<file path="config.mk">
export PLATFORM = sky130hd
export DESIGN_NAME = cmp_timer
export DESIGN_NICKNAME = d
export VERILOG_FILES = /design/src/rtl/cmp_timer_pkg.sv /design/src/rtl/cmp_timer_presc.sv /design/src/rtl/cmp_timer_regs.sv /design/src/rtl/cmp_timer_core.sv /design/src/rtl/cmp_timer.sv
export SDC_FILE = /design/constraint.sdc
export NUM_CORES = 1
export LEC_CHECK = 0
export CAP_MARGIN = 0
export CORE_MARGIN = 8
export CORE_UTILIZATION = 41
export CTS_CLUSTER_SIZE = 10
export DETAILED_ROUTE_END_ITERATION = 8
export DONT_BUFFER_PORTS = 1
export PLACE_DENSITY = 0.54
export SLEW_MARGIN = 0
export SYNTH_ARGS = -nofsm -noshare
export SYNTH_HDL_FRONTEND = slang
export SYNTH_SLANG_ARGS = --single-unit
</file>
<file path="constraint.sdc">
create_clock -name clk_i -period 2.8 [get_ports clk_i]
set_input_delay 0.28 -clock clk_i [delete_from_list [all_inputs] [get_ports clk_i]]
set_output_delay 0.28 -clock clk_i [all_outputs]
set_load 0.005 [all_outputs]
</file>
<file path="src/rtl/cmp_timer_pkg.sv">
package cmp_timer_pkg;
  localparam int ADDR_W = 3;
  localparam int SEL_W  = 3;

  typedef enum logic [ADDR_W-1:0] {
    A_CTRL   = 3'd0,
    A_FLAG   = 3'd1,
    A_CNT_LO = 3'd2,
    A_CNT_HI = 3'd3,
    A_CMP_LO = 3'd4,
    A_CMP_HI = 3'd5
  } reg_addr_e;

  typedef enum logic [SEL_W-1:0] {
    CS_STOP   = 3'd0,
    CS_DIV1   = 3'd1,
    CS_DIV8   = 3'd2,
    CS_DIV64  = 3'd3,
    CS_DIV256 = 3'd4
  } clk_sel_e;
endpackage

</file>
<file path="src/rtl/cmp_timer_presc.sv">
module cmp_timer_presc
  import cmp_timer_pkg::*;
#(
  parameter int LOG_B = 3,
  parameter int LOG_C = 6,
  parameter int LOG_D = 8
) (
  input  logic             clk_i,
  input  logic             rst_ni,
  input  logic [SEL_W-1:0] sel_i,
  output logic             tick_o
);
  localparam int PRE_W = LOG_D;

  logic [PRE_W-1:0] pre_q, mask;
  logic             run;

  always_comb begin
    run  = 1'b1;
    mask = '0;
    case (sel_i)
      CS_DIV1:   mask = '0;
      CS_DIV8:   mask = PRE_W'((32'd1 << LOG_B) - 32'd1);
      CS_DIV64:  mask = PRE_W'((32'd1 << LOG_C) - 32'd1);
      CS_DIV256: mask = PRE_W'((32'd1 << LOG_D) - 32'd1);
      default:   run  = 1'b0;
    endcase
  end

  assign tick_o = run && ((pre_q & mask) == mask);

  // prescaler phase restarts whenever the timer is stopped
  always_ff @(posedge clk_i or negedge rst_ni) begin
    if (!rst_ni)  pre_q <= '0;
    else if (run) pre_q <= pre_q + 1'b1;
    else          pre_q <= '0;
  end
endmodule

</file>
<file path="src/rtl/cmp_timer_regs.sv">
module cmp_timer_regs
  import cmp_timer_pkg::*;
#(
  parameter int CNT_W = 16,
  parameter int BUS_W = 8
) (
  input  logic              clk_i,
  input  logic              rst_ni,
  input  logic [ADDR_W-1:0] addr_i,
  input  logic              wr_i,
  input  logic              rd_i,
  input  logic [BUS_W-1:0]  wdata_i,
  output logic [BUS_W-1:0]  rdata_o,
  input  logic [CNT_W-1:0]  cnt_i,
  input  logic              flag_i,
  output logic [SEL_W-1:0]  sel_o,
  output logic              ctc_o,
  output logic [CNT_W-1:0]  cmp_o,
  output logic              cnt_wr_o,
  output logic [CNT_W-1:0]  cnt_wdata_o,
  output logic              flag_clr_o
);
  localparam int HI_W   = CNT_W - BUS_W;
  localparam int CTRL_W = SEL_W + 1;

  logic [HI_W-1:0]   tmp_q;
  logic [CTRL_W-1:0] ctrl_q;
  logic [CNT_W-1:0]  cmp_q;

  assign sel_o       = ctrl_q[SEL_W-1:0];
  assign ctc_o       = ctrl_q[SEL_W];
  assign cmp_o       = cmp_q;
  assign cnt_wr_o    = wr_i && (addr_i == A_CNT_LO);
  assign cnt_wdata_o = {tmp_q, wdata_i};
  assign flag_clr_o  = wr_i && (addr_i == A_FLAG) && wdata_i[0];

  always_comb begin
    rdata_o = '0;
    case (addr_i)
      A_CTRL:   rdata_o = BUS_W'(ctrl_q);
      A_FLAG:   rdata_o = BUS_W'(flag_i);
      A_CNT_LO: rdata_o = cnt_i[BUS_W-1:0];
      A_CNT_HI: rdata_o = BUS_W'(tmp_q);
      A_CMP_LO: rdata_o = cmp_q[BUS_W-1:0];
      A_CMP_HI: rdata_o = BUS_W'(cmp_q[CNT_W-1:BUS_W]);
      default:  rdata_o = '0;
    endcase
  end

  always_ff @(posedge clk_i or negedge rst_ni) begin
    if (!rst_ni) begin
      tmp_q  <= '0;
      ctrl_q <= '0;
      cmp_q  <= '0;
    end else begin
      if (rd_i && addr_i == A_CNT_LO) tmp_q <= cnt_i[CNT_W-1:BUS_W];
      if (wr_i) begin
        case (addr_i)
          A_CTRL:             ctrl_q <= wdata_i[CTRL_W-1:0];
          A_CNT_HI, A_CMP_HI: tmp_q  <= wdata_i[HI_W-1:0];
          A_CMP_LO:           cmp_q  <= {tmp_q, wdata_i};
          default: ;
        endcase
      end
    end
  end
endmodule

</file>
<file path="src/rtl/cmp_timer_core.sv">
module cmp_timer_core #(
  parameter int CNT_W = 16
) (
  input  logic             clk_i,
  input  logic             rst_ni,
  input  logic             tick_i,
  input  logic             ctc_i,
  input  logic [CNT_W-1:0] cmp_i,
  input  logic             cnt_wr_i,
  input  logic [CNT_W-1:0] cnt_wdata_i,
  input  logic             flag_clr_i,
  output logic [CNT_W-1:0] cnt_o,
  output logic             flag_o,
  output logic             match_o,
  output logic             blk_o,
  output logic             clr_pend_o
);
  logic [CNT_W-1:0] cnt_q;
  logic             blk_q, pend_q, flag_q;

  assign match_o    = tick_i && !blk_q && !cnt_wr_i && (cnt_q == cmp_i);
  assign cnt_o      = cnt_q;
  assign flag_o     = flag_q;
  assign blk_o      = blk_q;
  assign clr_pend_o = pend_q;

  always_ff @(posedge clk_i or negedge rst_ni) begin
    if (!rst_ni) begin
      cnt_q  <= '0;
      blk_q  <= 1'b0;
      pend_q <= 1'b0;
      flag_q <= 1'b0;
    end else begin
      if (cnt_wr_i)    cnt_q <= cnt_wdata_i;
      else if (pend_q) cnt_q <= '0;
      else if (tick_i) cnt_q <= cnt_q + 1'b1;

      // one-shot: armed by a counter write, consumed by the next tick
      if (cnt_wr_i)    blk_q <= 1'b1;
      else if (tick_i) blk_q <= 1'b0;

      pend_q <= match_o && ctc_i;

      if (match_o)         flag_q <= 1'b1;
      else if (flag_clr_i) flag_q <= 1'b0;
    end
  end
endmodule

</file>
<file path="src/rtl/cmp_timer.sv">
module cmp_timer
  import cmp_timer_pkg::*;
#(
  parameter int CNT_W = 16,
  parameter int BUS_W = 8,
  parameter int LOG_B = 3,
  parameter int LOG_C = 6,
  parameter int LOG_D = 8
) (
  input  logic              clk_i,
  input  logic              rst_ni,
  input  logic [ADDR_W-1:0] addr_i,
  input  logic              wr_i,
  input  logic              rd_i,
  input  logic [BUS_W-1:0]  wdata_i,
  output logic [BUS_W-1:0]  rdata_o,
  output logic              irq_o
);
  logic [SEL_W-1:0] sel;
  logic             ctc, tick, cnt_wr, flag_clr, flag, match, blk, clr_pend;
  logic [CNT_W-1:0] cmp, cnt, cnt_wdata;

  cmp_timer_presc #(.LOG_B(LOG_B), .LOG_C(LOG_C), .LOG_D(LOG_D)) u_presc (
    .clk_i (clk_i),
    .rst_ni(rst_ni),
    .sel_i (sel),
    .tick_o(tick)
  );

  cmp_timer_regs #(.CNT_W(CNT_W), .BUS_W(BUS_W)) u_regs (
    .clk_i      (clk_i),
    .rst_ni     (rst_ni),
    .addr_i     (addr_i),
    .wr_i       (wr_i),
    .rd_i       (rd_i),
    .wdata_i    (wdata_i),
    .rdata_o    (rdata_o),
    .cnt_i      (cnt),
    .flag_i     (flag),
    .sel_o      (sel),
    .ctc_o      (ctc),
    .cmp_o      (cmp),
    .cnt_wr_o   (cnt_wr),
    .cnt_wdata_o(cnt_wdata),
    .flag_clr_o (flag_clr)
  );

  cmp_timer_core #(.CNT_W(CNT_W)) u_core (
    .clk_i      (clk_i),
    .rst_ni     (rst_ni),
    .tick_i     (tick),
    .ctc_i      (ctc),
    .cmp_i      (cmp),
    .cnt_wr_i   (cnt_wr),
    .cnt_wdata_i(cnt_wdata),
    .flag_clr_i (flag_clr),
    .cnt_o      (cnt),
    .flag_o     (flag),
    .match_o    (match),
    .blk_o      (blk),
    .clr_pend_o (clr_pend)
  );

  assign irq_o = flag;
endmodule

</file>
Word level (Yosys, flattened, before mapping)
Cells that the tools add are included.
{"block": "word_totals", "ff_bits": 55, "latchBits": 0, "ramBits": 0, "rom_bits": 0, "in_bits": 15, "word_cells": 55, "n_memories": 0}
{"block": "classes", "addsub": 2, "n_mul": 0, "div": 0, "magnitude_cmp": 0, "eq_ne": 11, "n_shift": 0, "n_mux": 14, "bitwise_logic": 1, "reduce_logical": 19}
{"operator": "$mux 16", "count": 3}
{"operator": "$pmux 8 s6", "count": 1}
{"operator": "$mux 8", "count": 4}
{"operator": "$pmux 8 s3", "count": 1}
{"operator": "$add 16x1->16 const B", "count": 1}
{"operator": "$eq 16x16->1", "count": 1}
{"operator": "$eq 3x2->1 const B", "count": 4}
{"operator": "$eq 3x3->1 const B", "count": 3}
{"operator": "$logic_and 1x1->1", "count": 9}
{"operator": "$add 8x1->8 const B", "count": 1}
{"operator": "$and 8x8->8", "count": 1}
{"operator": "$eq 8x8->1", "count": 1}
{"operator": "$eq 3x1->1 const B", "count": 2}
{"operator": "$mux 1", "count": 5}
{"operator": "$reduce_and 2->1", "count": 2}
{"operator": "$reduce_bool 2->1", "count": 2}
{"operator": "$reduce_or 4->1", "count": 1}
{"operator": "$logic_not 3->1", "count": 1}
{"operator": "$reduce_bool 3->1", "count": 1}
{"operator": "$logic_not 1->1", "count": 2}
{"operator": "$reduce_or 2->1", "count": 1}

Logic depth before layout (Yosys ltp)
{"block": "logic_depth", "ltp_word": 9, "ltp_mapped": 7, "mapped_depth_nobuf": 6}

By module
Synthesis repeated with hierarchy kept, for this count alone.
{"block": "unflattened", "cells_unflattened": 295, "hier_area_um2": 3251.9}
{"module": "cmp_timer_regs", "n_inst": 1, "cells_per_inst": 122, "area_each_um2": 1595.3}
{"module": "cmp_timer_core", "n_inst": 1, "cells_per_inst": 132, "area_each_um2": 1246.2}
{"module": "cmp_timer_presc", "n_inst": 1, "cells_per_inst": 41, "area_each_um2": 410.4}

Worst setup path after synthesis
No wires, ideal clock.
{"block": "synth_timing", "path_kind": "in2reg", "startpoint": "input addr_i[1]", "endpoint": "register u_regs.ctrl_q[0]", "arrival_time_ns": 1.462, "required_time_ns": 2.675, "path_slack_ns": 1.213, "cell_stages": 4, "path_buffers": 1, "cell_sequence": "buf_6 > or3b_2 > nor2_1 > mux2_2"}
{"block": "synth_via", "elab_chain_len": 2}
{"item": "start, declared", "line": "cmp_timer.sv:12", "text": "input logic [ADDR_W-1:0] addr_i,"}
{"item": "$logic_not 3->1", "line": "cmp_timer_regs.sv:58", "text": "case (addr_i)"}
{"item": "$reduce_and 2->1 (no source line)"}
{"item": "end signal, assigned", "line": "cmp_timer_regs.sv:59", "text": "A_CTRL: ctrl_q <= wdata_i[CTRL_W-1:0];"}
{"item": "end, declared", "line": "cmp_timer_regs.sv:27", "text": "logic [CTRL_W-1:0] ctrl_q;"}
No other way between the ends.
A chain may end at the register's enable or synchronous reset.

Final worst setup path
{"block": "layout_timing", "startpoint": "register u_regs.ctrl_q[2]", "endpoint": "register u_core.cnt_q[13] (netlist: u_core.cnt_o[13])"}
{"block": "layout_via", "elab_chain_len": 6}
{"item": "$eq 3x3->1 / $eq 3x2->1 (equally long branches)", "line": "cmp_timer_presc.sv:21", "text": "case (sel_i)"}
{"item": "$pmux 8 s3", "line": "cmp_timer_presc.sv:21"}
{"item": "$and 8x8->8", "line": "cmp_timer_presc.sv:30", "text": "assign tick_o = run && ((pre_q & mask) == mask);"}
{"item": "$eq 8x8->1", "line": "cmp_timer_presc.sv:30"}
{"item": "$logic_and 1x1->1 *", "line": "cmp_timer_presc.sv:30"}
{"item": "$reduce_bool 3->1 (no source line) *"}
{"item": "end signal, assigned", "line": "cmp_timer_core.sv:34", "text": "if (cnt_wr_i) cnt_q <= cnt_wdata_i;"}
{"item": "end signal, assigned", "line": "cmp_timer_core.sv:36", "text": "else if (tick_i) cnt_q <= cnt_q + 1'b1;"}
{"item": "end, declared", "line": "cmp_timer_core.sv:18", "text": "logic [CNT_W-1:0] cnt_q;"}
Mark *: on every way between the ends. The rest lies on a longest branch, timed or not.

==> results by group <==
Outcome
  – Status: complete, no violations

Global routing
  – Number of global-route vias before repair: 2444
  – First-pass GRT wire length: 14000 um
  – Antenna violations before repair: 0
  – GR Util All Layers: 15.9%
  – Congestion Overflow GR: 0
  – Largest net degree at the start of global routing: 56

Routing
  – Starting DRT DRC Count: 129
  – DR pass1 iterations: 4
  – Post-Route WL: 8590 um
  – DR WL/cell: 20.1 um
  – Antenna-violating nets left: 0
  – # DRC: 0
  – Via density: 5.82
  – Via Count: 2492

Clock network
  – Resized Gates After CTS: 0
  – CTS Buf Count: 5
  – Clock Path Buffers: 2
  – Root Driver: clkbuf_8
  – Clock Sink Count: 55
  – CTS tree: built
  – Postcts setup bufs: 0
  – Clock transition at path regs: 100 ps
  – H-tree depth: 2
  – Worst-Skew Late Latency: 320 ps

Yosys
  – Post-synthesis sequential area ratio: 41.8%
  – Share of the synthesized area in the top cell type: 41.8%
  – Synth area leaders: dfrtp_1 (42%), mux2i_1 (7.9%), mux2_2 (6.2%)
  – Net Count, Synth: 344
  – Synthesized flop and latch total: 55
  – Synthesized area: 3300 sq um
  – Yosys warnings: 0
  – Post-synth EDFFs: 0
  – Asr flop ratio synth: 100%
  – Synth area leader: dfrtp_1
  – Synth cell types: 51
  – Ys flop type: dfrtp_1
  – Post-Syn Area per Cell: 10.1 sq um
  – Post-synthesis instance total: 327

STA
  – Worst slew margin: 55.6%
  – Clock skew: 5.24 ps
  – Fmax: 539 MHz
  – Final setup fails: 0
  – Max-slew violation count: 0
  – Worst-Margin Slew: 661 ps
  – Setup TNS: 0 ps
  – Endpoints failing hold: 0
  – Crit path time final: 1850 ps
  – Final clock period utilization by the worst path: 66.2%
  – RSZ-0062 raised after global routing: false

Worst setup path
  – Worst r2r src: u_regs.ctrl_q[2]
  – Worst path arrival time: 2120 ps
  – Data required time of the worst path: 3060 ps
  – CP max FO: 6
  – RR Endpoint: u_core.cnt_o[13]
  – Reg2reg path depth: 5
  – Startpoint types: flip-flop
  – Worst setup EP type: flip-flop
  – Setup slack, reg-to-reg: 950 ps
  – WS Path Type: flip-flop to flip-flop

Finish
  – Most frequent cells in the layout: dfrtp_1 (55), nand2_1 (38), mux2i_1 (26)
  – Final net count: 342
  – N_diodes: 0
  – Share of layout cells above drive strength 1: 13.2%
  – Area grow syn2layout: 6.72%
  – Non-Filler Instances: 428
  – Commonest non-fill, non-tap cell in the layout: dfrtp_1
  – Number of fillers in the final layout: 760

Floorplanning
  – Die Area: 11200 sq um
  – Initial Util: 42.4%
  – Io pins: 24
  – Die Width: 106 um
  – Site Rows: 32
  – Die Ht: 106 um
  – Core Area: 7770 sq um

Placement
  – Placed wire-length estimate: 6370 um
  – Port bufs: 0
  – Dpl cells: 418
  – Gpl congestion: 0.859

Min path
  – Hold Crit Class: primary input to flip-flop
  – Hold Path End: u_regs.tmp_q[2]
  – Hold Path Stages: 2
  – Beginning of the worst hold path: wdata_i[2]

Power
  – Power Dens Cells: 685 nW/um^2
  – Maximum VDD drop: 0.280 mV
  – Leak Pwr: 1.43 nW
  – Total Power: 2.41 mW

Run
  – Max-cap violations: 0
-- layout make-up --
class	count	area (sq um)	share of cell area [%]
well taps	102	128	3.63
flip-flops and latches	55	1380	39.1
clock buffers	6	82.6	2.35
clock inverters	2	35.0	0.996
multi-input cells	248	1780	50.7
repair buffers	9	90.1	2.56
inverters	6	22.5	0.640
-- per-stage QoR --
step	area (sq um)	setup WS [ps]	hold WS, ps	utilization (%)
4_1_cts	3520	973	63.8	45.3
3_5_place_dp	3360	994	-13.3	43.3
6_report	3520	946	75.1	45.3
2_1_floorplan	3300	1210	-15.6	-
3_3_place_gp	3360	1000	-12.9	43.3
5_1_grt	3520	821	69.1	45.3
-- registers in the layout (all words and copies together) (netlist names) --
signal             flops
u_core.blk_o           1
u_core.clr_pend_o      1
u_core.cnt_o          16
u_core.flag_o          1
u_presc.pre_q          8
u_regs.cmp_o          16
u_regs.ctrl_q          4
u_regs.tmp_q           8
-- kinds of logic after synthesis --
kind of cell	synth area share, %
simple gates	18.3
compound gates	13.8
flops	41.8
mux	15.1
buf+inv	4.14
xor+xnor	6.11
fa+ha+maj	0.759
-- layer usage --
layer,track usage (%),up-vias,wire [um]
met5,0,-,0
met4,5.83,0,131
met3,4.38,9,552
met2,23.5,60,3850
met1,21.5,1229,4060
li1,-,1194,-
-- synthesized netlist by cell type, types with 2 or more instances --
| cell | count |
|---|---|
| a211oi_1 | 3 |
| nor4b_1 | 3 |
| ha_1 | 2 |
| mux2i_1 | 26 |
| nand2_1 | 38 |
| nand3_1 | 10 |
| and2_1 | 2 |
| buf_4 | 3 |
| dfrtp_1 | 55 |
| o31ai_1 | 6 |
| xnor2_1 | 6 |
| buf_2 | 10 |
| a2bb2oi_1 | 7 |
| inv_1 | 6 |
| nor3b_1 | 4 |
| a32oi_1 | 3 |
| mux2_2 | 18 |
| o21ai_0 | 18 |
| or3_1 | 4 |
| nand4_1 | 4 |
| nor4_1 | 7 |
| nor2_1 | 15 |
| xor2_1 | 17 |
| and4_1 | 2 |
| o22ai_1 | 5 |
| clkbuf_1 | 2 |
| buf_6 | 3 |
| a21boi_1 | 3 |
| nor3_1 | 4 |
| a22oi_1 | 9 |
| a21oi_1 | 7 |
| nand2b_1 | 4 |
| nor2b_1 | 3 |
-- power by group --
| group | switching [mW] | internal (mW) | total (mW) |
|---|---|---|---|
| Sequential | 0.236 | 0.962 | 1.20 |
| Clock | 0.277 | 0.290 | 0.567 |
| Combinational | 0.328 | 0.317 | 0.645 |
| Total | 0.841 | 1.57 | 2.41 |
-- worst max-delay path by stage --
stage,slack (ps),endpoint,cells after the start,start
after floorplan,1210,u_regs.ctrl_q[0],4,addr_i[1]
after global placement,1000,u_core.cnt_o[11],6,u_regs.ctrl_q[1]
after detailed placement,990,u_core.cnt_o[9],6,u_regs.ctrl_q[0]
after CTS,970,u_core.cnt_o[9],6,u_regs.ctrl_q[0]
after global routing,820,u_core.cnt_o[12],6,u_core.cnt_o[0]
final,950,u_core.cnt_o[13],5,u_regs.ctrl_q[2]
-- critical path, cell delays in order, from the launching register on --
cell and delay [ps]:
dfrtp_1 470, nor4bb_1 160, o2bb2ai_1 190, a32oi_1 540, mux2_2 390, nand2_1 50
-- what timing repair did --
action                     CTS  global route
setup endpoints to repair    0             0
hold buffers                 2             0
hold endpoints to repair    55             0
No activity file was read; power rests on OpenSTA's default activity.
